==> config.mk <==
export PLATFORM = sky130hd
export DESIGN_NAME = erase_win_top
export DESIGN_NICKNAME = d
export VERILOG_FILES = /design/src/rtl/erase_win_pkg.sv /design/src/rtl/erase_win_timer.sv /design/src/rtl/erase_win_mask.sv /design/src/rtl/erase_win_fsm.sv /design/src/rtl/erase_win_top.sv
export SDC_FILE = /design/constraint.sdc
export NUM_CORES = 1
export LEC_CHECK = 0
export BUFFER_PORTS_ARGS = -buffer_cell sky130_fd_sc_hd__clkbuf_2
export CAP_MARGIN = 20
export CORE_MARGIN = 8
export CORE_UTILIZATION = 31
export DETAILED_ROUTE_END_ITERATION = 16
export PLACE_DENSITY = 0.54
export SETUP_SLACK_MARGIN = 0.15
export SLEW_MARGIN = 20
export SYNTH_ARGS = -nofsm -noshare
export SYNTH_HDL_FRONTEND = slang
export SYNTH_SLANG_ARGS = --single-unit
==> constraint.sdc <==
create_clock -name clk -period 2.75 [get_ports clk]
set_input_delay 0 -clock clk [delete_from_list [all_inputs] [get_ports clk]]
set_output_delay 0 -clock clk [all_outputs]
set_load 0.01 [all_outputs]
==> src/rtl/erase_win_pkg.sv <==
package erase_win_pkg;

    // Nominal acceptance window: 50 us at a 100 MHz clock.
    localparam int unsigned NOMINAL_WINDOW_CYCLES = 5000;

    typedef enum logic [1:0] {
        ST_IDLE   = 2'd0,
        ST_WINDOW = 2'd1,
        ST_BUSY   = 2'd2
    } win_state_e;

    typedef enum logic [2:0] {
        MASK_HOLD  = 3'd0,
        MASK_LOAD  = 3'd1,
        MASK_MERGE = 3'd2,
        MASK_ALL   = 3'd3,
        MASK_CLEAR = 3'd4
    } mask_op_e;

    typedef struct packed {
        logic sector;
        logic chip;
        logic suspend;
        logic other;
        logic done;
    } cmd_t;

    // Window has run its course once the next count would reach the limit.
    // A limit of zero therefore behaves as a limit of one.
    function automatic logic window_elapsed(input int unsigned count,
                                            input int unsigned limit);
        return (count + 1) >= limit;
    endfunction

endpackage

==> src/rtl/erase_win_timer.sv <==
module erase_win_timer
    import erase_win_pkg::*;
#(
    parameter int CNT_W = 16
) (
    input  logic             clk,
    input  logic             rst,
    input  logic             run,
    input  logic             clear,
    input  logic [CNT_W-1:0] limit,
    output logic [CNT_W-1:0] count,
    output logic             elapsed
);

    always_ff @(posedge clk) begin
        if (rst || clear) begin
            count <= '0;
        end else if (run) begin
            count <= count + 1'b1;
        end
    end

    assign elapsed = run && window_elapsed(32'(count), 32'(limit));

    // a stopped timer does not drift
    a_r10_timer_still: assert property (@(posedge clk) disable iff (rst)
        (!run && !clear) |=> $stable(count));

endmodule

==> src/rtl/erase_win_mask.sv <==
module erase_win_mask
    import erase_win_pkg::*;
#(
    parameter int NUM_SECTORS = 8,
    parameter int IDX_W       = 3
) (
    input  logic                   clk,
    input  logic                   rst,
    input  mask_op_e               op,
    input  logic [IDX_W-1:0]       idx,
    output logic [NUM_SECTORS-1:0] mask
);

    logic [NUM_SECTORS-1:0] sel;

    for (genvar g = 0; g < NUM_SECTORS; g++) begin : g_dec
        assign sel[g] = (idx == IDX_W'(g));
    end

    always_ff @(posedge clk) begin
        if (rst) begin
            mask <= '0;
        end else begin
            case (op)
                MASK_LOAD:  mask <= sel;
                MASK_MERGE: mask <= mask | sel;
                MASK_ALL:   mask <= '1;
                MASK_CLEAR: mask <= '0;
                default:    mask <= mask;
            endcase
        end
    end

    // a merge never drops an already selected sector
    a_r4_merge_keeps: assert property (@(posedge clk) disable iff (rst)
        (op == MASK_MERGE) |=> (($past(mask) & ~mask) == '0));

endmodule

==> src/rtl/erase_win_fsm.sv <==
module erase_win_fsm
    import erase_win_pkg::*;
(
    input  logic     clk,
    input  logic     rst,
    input  cmd_t     cmd,
    input  logic     elapsed,
    output logic     tmr_run,
    output logic     tmr_clear,
    output mask_op_e mask_op,
    output logic     window_open,
    output logic     busy,
    output logic     start_pulse,
    output logic     chip_mode,
    output logic     suspend_pulse
);

    win_state_e state, state_nx;
    logic       start_d, chip_d, susp_d;

    assign tmr_run     = (state == ST_WINDOW);
    assign window_open = (state == ST_WINDOW);
    assign busy        = (state == ST_BUSY);

    always_comb begin
        state_nx  = state;
        mask_op   = MASK_HOLD;
        tmr_clear = 1'b1;
        start_d   = 1'b0;
        chip_d    = chip_mode;
        susp_d    = 1'b0;
        case (state)
            ST_IDLE: begin
                chip_d = 1'b0;
                if (cmd.sector) begin
                    state_nx = ST_WINDOW;
                    mask_op  = MASK_LOAD;
                end else if (cmd.chip) begin
                    state_nx = ST_BUSY;
                    mask_op  = MASK_ALL;
                    start_d  = 1'b1;
                    chip_d   = 1'b1;
                end
            end
            ST_WINDOW: begin
                tmr_clear = 1'b0;
                if (cmd.sector) begin
                    mask_op   = MASK_MERGE;
                    tmr_clear = 1'b1;
                end else if (cmd.chip || cmd.other) begin
                    state_nx  = ST_IDLE;
                    mask_op   = MASK_CLEAR;
                    tmr_clear = 1'b1;
                end else if (elapsed) begin
                    state_nx  = ST_BUSY;
                    start_d   = 1'b1;
                    chip_d    = 1'b0;
                    tmr_clear = 1'b1;
                end
            end
            ST_BUSY: begin
                if (cmd.done) begin
                    state_nx = ST_IDLE;
                    mask_op  = MASK_CLEAR;
                    chip_d   = 1'b0;
                end else if (cmd.suspend) begin
                    susp_d = 1'b1;
                end
            end
            default: begin
                state_nx = ST_IDLE;
                mask_op  = MASK_CLEAR;
            end
        endcase
    end

    always_ff @(posedge clk) begin
        if (rst) begin
            state         <= ST_IDLE;
            start_pulse   <= 1'b0;
            chip_mode     <= 1'b0;
            suspend_pulse <= 1'b0;
        end else begin
            state         <= state_nx;
            start_pulse   <= start_d;
            chip_mode     <= chip_d;
            suspend_pulse <= susp_d;
        end
    end

    // only erase_done leaves the busy state
    a_r5_busy_holds: assert property (@(posedge clk) disable iff (rst)
        (busy && !cmd.done) |=> busy);

    // a suspend request only follows a busy cycle
    a_r6_suspend_when_busy: assert property (@(posedge clk) disable iff (rst)
        $rose(suspend_pulse) |-> $past(busy));

    // an abort never starts an erase
    a_r9_abort_no_start: assert property (@(posedge clk) disable iff (rst)
        (window_open && !cmd.sector && (cmd.chip || cmd.other)) |=> (!start_pulse && !busy));

endmodule

==> src/rtl/erase_win_top.sv <==
module erase_win_top
    import erase_win_pkg::*;
#(
    parameter int NUM_SECTORS = 8,
    parameter int CNT_W       = 16,
    parameter int IDX_W       = (NUM_SECTORS > 1) ? $clog2(NUM_SECTORS) : 1
) (
    input  logic                   clk,
    input  logic                   rst,
    input  logic [CNT_W-1:0]       timeout_cycles,
    input  logic                   sector_erase_cmd,
    input  logic [IDX_W-1:0]       sector_index,
    input  logic                   chip_erase_cmd,
    input  logic                   suspend_cmd,
    input  logic                   other_cmd,
    input  logic                   erase_done,
    output logic                   erase_busy,
    output logic                   window_open,
    output logic                   erase_start,
    output logic [NUM_SECTORS-1:0] erase_mask,
    output logic                   chip_mode,
    output logic                   suspend_req
);

    cmd_t             cmd;
    logic             tmr_run, tmr_clear, tmr_elapsed;
    logic [CNT_W-1:0] tmr_count;
    mask_op_e         mask_op;

    assign cmd = '{sector:  sector_erase_cmd,
                   chip:    chip_erase_cmd,
                   suspend: suspend_cmd,
                   other:   other_cmd,
                   done:    erase_done};

    erase_win_fsm u_fsm (
        .clk           (clk),
        .rst           (rst),
        .cmd           (cmd),
        .elapsed       (tmr_elapsed),
        .tmr_run       (tmr_run),
        .tmr_clear     (tmr_clear),
        .mask_op       (mask_op),
        .window_open   (window_open),
        .busy          (erase_busy),
        .start_pulse   (erase_start),
        .chip_mode     (chip_mode),
        .suspend_pulse (suspend_req)
    );

    erase_win_timer #(.CNT_W(CNT_W)) u_timer (
        .clk     (clk),
        .rst     (rst),
        .run     (tmr_run),
        .clear   (tmr_clear),
        .limit   (timeout_cycles),
        .count   (tmr_count),
        .elapsed (tmr_elapsed)
    );

    erase_win_mask #(.NUM_SECTORS(NUM_SECTORS), .IDX_W(IDX_W)) u_mask (
        .clk  (clk),
        .rst  (rst),
        .op   (mask_op),
        .idx  (sector_index),
        .mask (erase_mask)
    );

    // a command inside the window restarts the count from zero
    a_r3_restart: assert property (@(posedge clk) disable iff (rst)
        (window_open && sector_erase_cmd) |=> (window_open && tmr_count == '0));

    // start is a single-cycle pulse
    a_r3_start_single: assert property (@(posedge clk) disable iff (rst)
        erase_start |=> !erase_start);

    // start coincides with the status bit going high
    a_r3_start_with_busy: assert property (@(posedge clk) disable iff (rst)
        erase_start |-> (erase_busy && erase_mask != '0));

    // the mask is frozen while the erase runs
    a_r5_mask_frozen: assert property (@(posedge clk) disable iff (rst)
        (erase_busy && !erase_done) |=> $stable(erase_mask));

    // completion clears everything
    a_r7_done_clears: assert property (@(posedge clk) disable iff (rst)
        (erase_busy && erase_done) |=> (!erase_busy && erase_mask == '0 && !chip_mode));

    // a chip erase start selects every sector
    a_r8_chip_all: assert property (@(posedge clk) disable iff (rst)
        (erase_start && chip_mode) |-> (&erase_mask));

    // the timer rests at zero outside the window
    a_r10_idle_timer: assert property (@(posedge clk) disable iff (rst)
        !window_open |-> (tmr_count == '0));

endmodule

==> flow_summary.yaml, run 1 <==
worst_setup_path:
  worstPathRequired_ps: 2920
  r2r_cells: 12
  r2r_setup_slack_ps: 190
  end_kind: "flip-flop"
  cp_common_cell: "buf_4"
  path_cells: "nand4_1, buf_4, nor3_4, xor2_1, ha_1, nand2_2, nor4_4, buf_4, a21oi_4, nand4_4, buf_6, nor2_1"
  crit_family: "simple AND/OR/NAND/NOR gates"
  critical_path.max_stage_delay_ps: 370
  startpoint_type: "flip-flop"
  cp_max_fo: 8
  crit_type: "flip-flop to flip-flop"
  path_buf_inv: 3
  path_depth: 12
  cpMaxStageDelayCell: "dfxtp_4"
  arrival_ps: 2730
clocking:
  clk_pin_slew_ps: 70
  cts-root-buf: "clkbuf_8"
  htreeDepth: 2
  cts_tree: "done"
  cts_buffer_depth: 2
  clock_sinks: 29
  insertion_delay_ps: 280
  cts_buffers: 5
synth:
  synth_edf_count: 0
  yosys-top-cells-count: "dfxtp_1 (29), ha_1 (21), inv_1 (21), nor2_1 (18), nand2_1 (17)"
  synth_async_sr_flop_share_pct: 0
  synth_cells: 245
  synth_seq_area_share_pct: 27.3
  synthFlopType: "dfxtp_1"
  syn_area_per_cell_um2: 8.68
  syn_nets: 292
  synth_top_area_share_pct: 27.3
  yosys_warnings: 0
  ys_seq_elements: 29
  synth_top_area_cell: "dfxtp_1"
  synth_cell_types: 55
  syn_area_um2: 2130
  synth_most_common_cell: "dfxtp_1"
  synth.area.top_cells: "dfxtp_1 (27%), ha_1 (12%), xor2_1 (6.6%)"
global_route:
  grt_pass1_vias: 1907
  gr-total-overflow: 0
  track_usage_pct: 11.0
  grt_max_degree: 12
  grt_pass1_wl_mm: 8.83
  antenna_found_initial: 0
cells_and_area:
  multi_input_area_um2: 1520
  post-route-util_pct: 42.1
  layout-drive-gt1-share_pct: 39.9
  syn_to_final_growth_pct: 33.0
  final-seq-area_um2: 606
  n_antenna_cell: 0
  layout.nets: 357
  n_fill_cell: 687
power:
  switchingPower_mw: 0.353
  p_clk_share_pct: 30.8
  power_frac_seq_pct: 42.1
  power_frac_comb_pct: 27.1
  leakage_nw: 1.32
  switching_share_pct: 32.1
  ir_worst_vdd_v: 0.000288
  p_per_area_nw_per_um2: 389
  internal_power_mw: 0.746
detailed_routing:
  via_count: 1913
  ant_nets: 0
  post_drt_wl_per_cell_um: 13.3
  vias_per_cell: 4.89
  drtIter0Drc: 67
  routed_wl_mm: 5.21
  drc: 0
  drt_pre_antenna_iters: 4
timing:
  slew_headroom_pct: 65.5
  maxSlewViolCount: 0
  hold_viol: 0
  fmax_ghz: 0.390
  tns_ps: 0
  grt_setup_unrepaired: "true"
  min_period_ps: 2560
  fin_worst_skew_ps: 11.6
  fin_crit_sh_pct: 93.2
  worstMarginPinSlew_ps: 513
  whs_ps: 57.0
  setup_violations: 0
floorplan:
  die_height_um: 98.8
  die-area_um2: 9760
  design.portCount: 39
  row_count: 30
  core_area_um2: 6720
  start_util_pct: 31.6
  die_width_um: 98.8
placed_design:
  place.gp.congestion: 0.778
  port_buffers: 38
  hpwl_mm: 3.93
worst_hold_path:
  hold_class: "input pin to flip-flop"
  whs_path_depth: 2
run_status:
  outcome: "finished clean"
run:
  cap_viol_max_count: 0
## area by class of cell
type                            instances  area share [%]
Clock buffer                            6            2.57
Clock inverter                          2           0.354
Inverter                               22            2.92
Multi-Input combinational cell        182            53.7
Sequential cell                        29            21.4
Tap cell                               80            3.54
Timing Repair Buffer                   70            15.4
## cell families after synthesis
group,after synthesis,synth area share (%)
AOI/OAI and AO/OA,49,18.5
adders and majority gates,21,12.4
DFF,29,27.3
muxes,2,1.00
xor gates and xnor gates,25,10.3
buffers and inverters,34,6.95
and+or+nand+nor,85,23.6
## flip-flops by register name, summed over array words and instances (netlist names)
| name | flops |
|---|---|
| u_timer.count | 16 |
| u_mask.mask | 8 |
| u_fsm.state | 2 |
| u_fsm.chip_mode | 1 |
| u_fsm.start_pulse | 1 |
| u_fsm.suspend_pulse | 1 |
## worst paths after layout
| path | start | endpoint |
|---|---|---|
| worst max-delay path | u_timer.count[11]$_SDFFE_PP0P_ | u_timer.count[0]$_SDFFE_PP0P_ |
| worst min-delay path | sector_erase_cmd | u_fsm.start_pulse$_SDFF_PP0_ |
| worst min register to register | u_mask.mask[2]$_SDFFE_PP0P_ | u_mask.mask[2]$_SDFFE_PP0P_ |
| worst max register to register | u_timer.count[11]$_SDFFE_PP0P_ | u_timer.count[0]$_SDFFE_PP0P_ |
## metal layers
layer / share of wire, % / track usage [%] / wire [µm]
met3: 6.0 / 3.52 / 314
met2: 45 / 16.8 / 2330
met1: 47 / 13.7 / 2450
met4: 2.2 / 5.08 / 117
met5: 0 / 0 / 0
## cells in the final DEF (no fill, tap or decap), types with 6 or more instances in the layout
cell,Yosys,layout
a21oi_1,12,9
a31oi_1,6,6
buf_4,2,30
clkbuf_2,0,38
dfxtp_1,29,19
ha_1,21,20
inv_1,21,21
nand2_1,17,13
nand4_1,9,9
nor2_1,18,17
o2bb2ai_1,6,6
xnor2_1,9,8
xor2_1,16,16
## worst register-to-register path: stages, from the launching register on
cell and delay (ps):
dfxtp_4 370, nand4_1 230, buf_4 240, nor3_4 160, xor2_1 110, ha_1 320, nand2_2 70, nor4_4 340
buf_4 180, a21oi_4 60, nand4_4 160, buf_6 160, nor2_1 50
## power by group through the flow
| stage | sequential, mW | combinational [mW] | clock, mW |
|---|---|---|---|
| 2_1_floorplan | 0.484 | 0.189 | 0 |
| 3_3_place_gp | 0.476 | 0.294 | 0 |
| 5_1_grt | 0.467 | 0.336 | 0.372 |
| 4_1_cts | 0.467 | 0.296 | 0.354 |
| 6_report | 0.462 | 0.298 | 0.338 |
| 3_5_place_dp | 0.476 | 0.292 | 0 |
## metrics by stage
stage | setup slack [ps] | std cells | area (µm²) | power (mW)
floorplan | 157 | 245 | 2140 | 0.673
global placement | -7.12 | 366 | 2480 | 0.770
detailed placement | -63.8 | 366 | 2480 | 0.768
CTS | 155 | 379 | 2630 | 1.12
global route | 54.2 | 391 | 2830 | 1.17
finish | 187 | 391 | 2830 | 1.10
## what timing repair did
item                                   CTS  global route
resized for setup                       10            31
endpoints found under the hold margin    1             0
setup endpoints to repair               20            20
hold buffers                             1             0
setup buffers                            4            12
pin swaps                                6            21
Power figures use the tool's default switching activity.
==> run 2, diff against run 1 <==
--- a/config.mk
+++ b/config.mk
@@ -6,11 +6,11 @@
 export NUM_CORES = 1
 export LEC_CHECK = 0
 export BUFFER_PORTS_ARGS = -buffer_cell sky130_fd_sc_hd__clkbuf_2
-export CAP_MARGIN = 20
+export CAP_MARGIN = 15
 export CORE_MARGIN = 8
 export CORE_UTILIZATION = 31
 export DETAILED_ROUTE_END_ITERATION = 16
-export PLACE_DENSITY = 0.54
+export PLACE_DENSITY_LB_ADDON = 0.08
 export SETUP_SLACK_MARGIN = 0.15
 export SLEW_MARGIN = 20
 export SYNTH_ARGS = -nofsm -noshare
==> flow_summary.yaml, run 2 (synthesis gave the netlist of run 1 again) <==
floorplan:
  row_count: 30
  design.portCount: 39
  die_width_um: 98.8
  start_util_pct: 31.6
  die-area_um2: 9760
  die_height_um: 98.8
  core_area_um2: 6720
timing:
  setup_violations: 0
  grt_setup_unrepaired: "true"
  fmax_ghz: 0.382
  min_period_ps: 2620
  fin_worst_skew_ps: 7.87
  slew_headroom_pct: 65.0
  maxSlewViolCount: 0
  worstMarginPinSlew_ps: 520
  whs_ps: 59.2
  tns_ps: 0
  fin_crit_sh_pct: 95.2
  hold_viol: 0
worst_setup_path:
  cp_max_fo: 7
  cpMaxStageDelayCell: "dfxtp_4"
  path_cells: "and4_4, nand4_1, nor3_2, xor2_1, ha_1, nand2_2, nor4_4, buf_4, o311ai_4, nand4_4, buf_6, nor2_1"
  critical_path.max_stage_delay_ps: 380
  crit_type: "flip-flop to flip-flop"
  arrival_ps: 2800
  worstPathRequired_ps: 2930
  end_kind: "flip-flop"
  startpoint_type: "flip-flop"
global_route:
  grt_pass1_vias: 1890
  gr-total-overflow: 0
  antenna_found_initial: 0
  track_usage_pct: 11.2
  grt_max_degree: 13
  grt_pass1_wl_mm: 8.96
cells_and_area:
  layout.nets: 348
  syn_to_final_growth_pct: 30.5
  regMostFlops: "u_timer.count"
  mostFrequentLayoutCells: "clkbuf_2 (38), inv_1 (21), ha_1 (20), buf_4 (20), dfxtp_1 (19)"
  largest_reg_flops: 16
  n_fill_cell: 686
  layout-drive-gt1-share_pct: 38.4
  final_common_cell: "clkbuf_2"
  n_antenna_cell: 0
  reg.largest.list: "u_timer.count (16), u_mask.mask (8), u_fsm.state (2)"
  post-route-util_pct: 41.3
  fin_cells: 382
detailed_routing:
  ant_nets: 0
  via_count: 1852
  drtIter0Drc: 49
  routed_wl_mm: 5.27
  vias_per_cell: 4.85
  drt_pre_antenna_iters: 4
  post_drt_wl_per_cell_um: 13.8
  drc: 0
run:
  cap_viol_max_count: 0
clocking:
  clock_sinks: 29
  insertion_delay_ps: 290
  cts-root-buf: "clkbuf_8"
  clk_pin_slew_ps: 70
  htreeDepth: 2
  cts_buffer_depth: 2
  cts_buffers: 5
  cts_tree: "done"
placed_design:
  place_inst: 365
  hpwl_mm: 4.09
  port_buffers: 38
  place.gp.congestion: 0.754
power:
  ir_worst_vdd_v: 0.000254
  p_per_area_nw_per_um2: 440
  power_mw: 1.22
  leakage_nw: 1.24
worst_hold_path:
  hold_class: "input pin to flip-flop"
run_status:
  outcome: "finished clean"
## run 2: cell count changes in the layout (fill, tap and decap cells not counted), sizes merged
cell,delta
clkinv,-1
bufinv,+1
buf,-9
clkbuf,-1
clkinvlp,+1
## run 2: metal layers
layer	up-vias	GRT usage (%)	routed length (µm)
met5	-	0	0
met4	0	3.90	75
met3	6	3.31	206
met2	28	17.4	2300
met1	837	14.4	2680
li1	981	-	-
## run 2: worst paths after layout
| check | cells past startpoint | slack [ps] | end | startpoint |
|---|---|---|---|---|
| worst max-delay path | 12 | 130 | u_timer.count[1]$_SDFFE_PP0P_ | u_timer.count[1]$_SDFFE_PP0P_ |
| worst min-delay path | 3 | 60 | u_mask.mask[5]$_SDFFE_PP0P_ | sector_index[0] |
| worst max register to register | 12 | 130 | u_timer.count[1]$_SDFFE_PP0P_ | u_timer.count[1]$_SDFFE_PP0P_ |
| worst min register to register | 1 | 470 | u_mask.mask[4]$_SDFFE_PP0P_ | u_mask.mask[4]$_SDFFE_PP0P_ |
## run 2: power breakdown
part | switching (mW) | total, mW | internal [mW]
registers | 0.0190 | 0.464 | 0.446
clock network | 0.191 | 0.462 | 0.271
logic | 0.173 | 0.294 | 0.121
total | 0.382 | 1.22 | 0.838
## run 2: stage by stage
step                      setup WS, ps  area [µm²]
after detailed placement         -51.8        2470
after floorplan                    157        2140
after global routing             -10.5        2780
final                              131        2780
after global placement           -74.1        2470
after CTS                          149        2660
## run 2: timing repair
action | CTS | global route
resized for setup | 12 | 25
endpoints found under the setup margin | 20 | 20
hold buffers | 1 | 0
gates cloned | 0 | 0
buffers inserted | 3 | 5
endpoints found under the hold margin | 1 | 0
pin swaps | 5 | 18
## run 2: area by class of cell
| type | instances | area, µm² | area share, % |
|---|---|---|---|
| clock buffer | 5 | 68.8 | 2.48 |
| clock inverter | 3 | 46.3 | 1.67 |
| inverter | 22 | 82.6 | 2.98 |
| multi-input combinational | 182 | 1500 | 54.2 |
| sequential | 29 | 601 | 21.6 |
| tap | 80 | 100 | 3.61 |
| timing repair buffer | 61 | 373 | 13.4 |
## run 2: worst max-delay path, delay by kind of cell (launching register included)
family | cells | cell delay (ps)
xor gates and xnor gates | 1 | 110
DFF | 1 | 380
adders and majority gates | 1 | 320
and+or+nand+nor | 7 | 1220
buffers and inverters | 2 | 340
AOI/OAI and AO/OA | 1 | 140
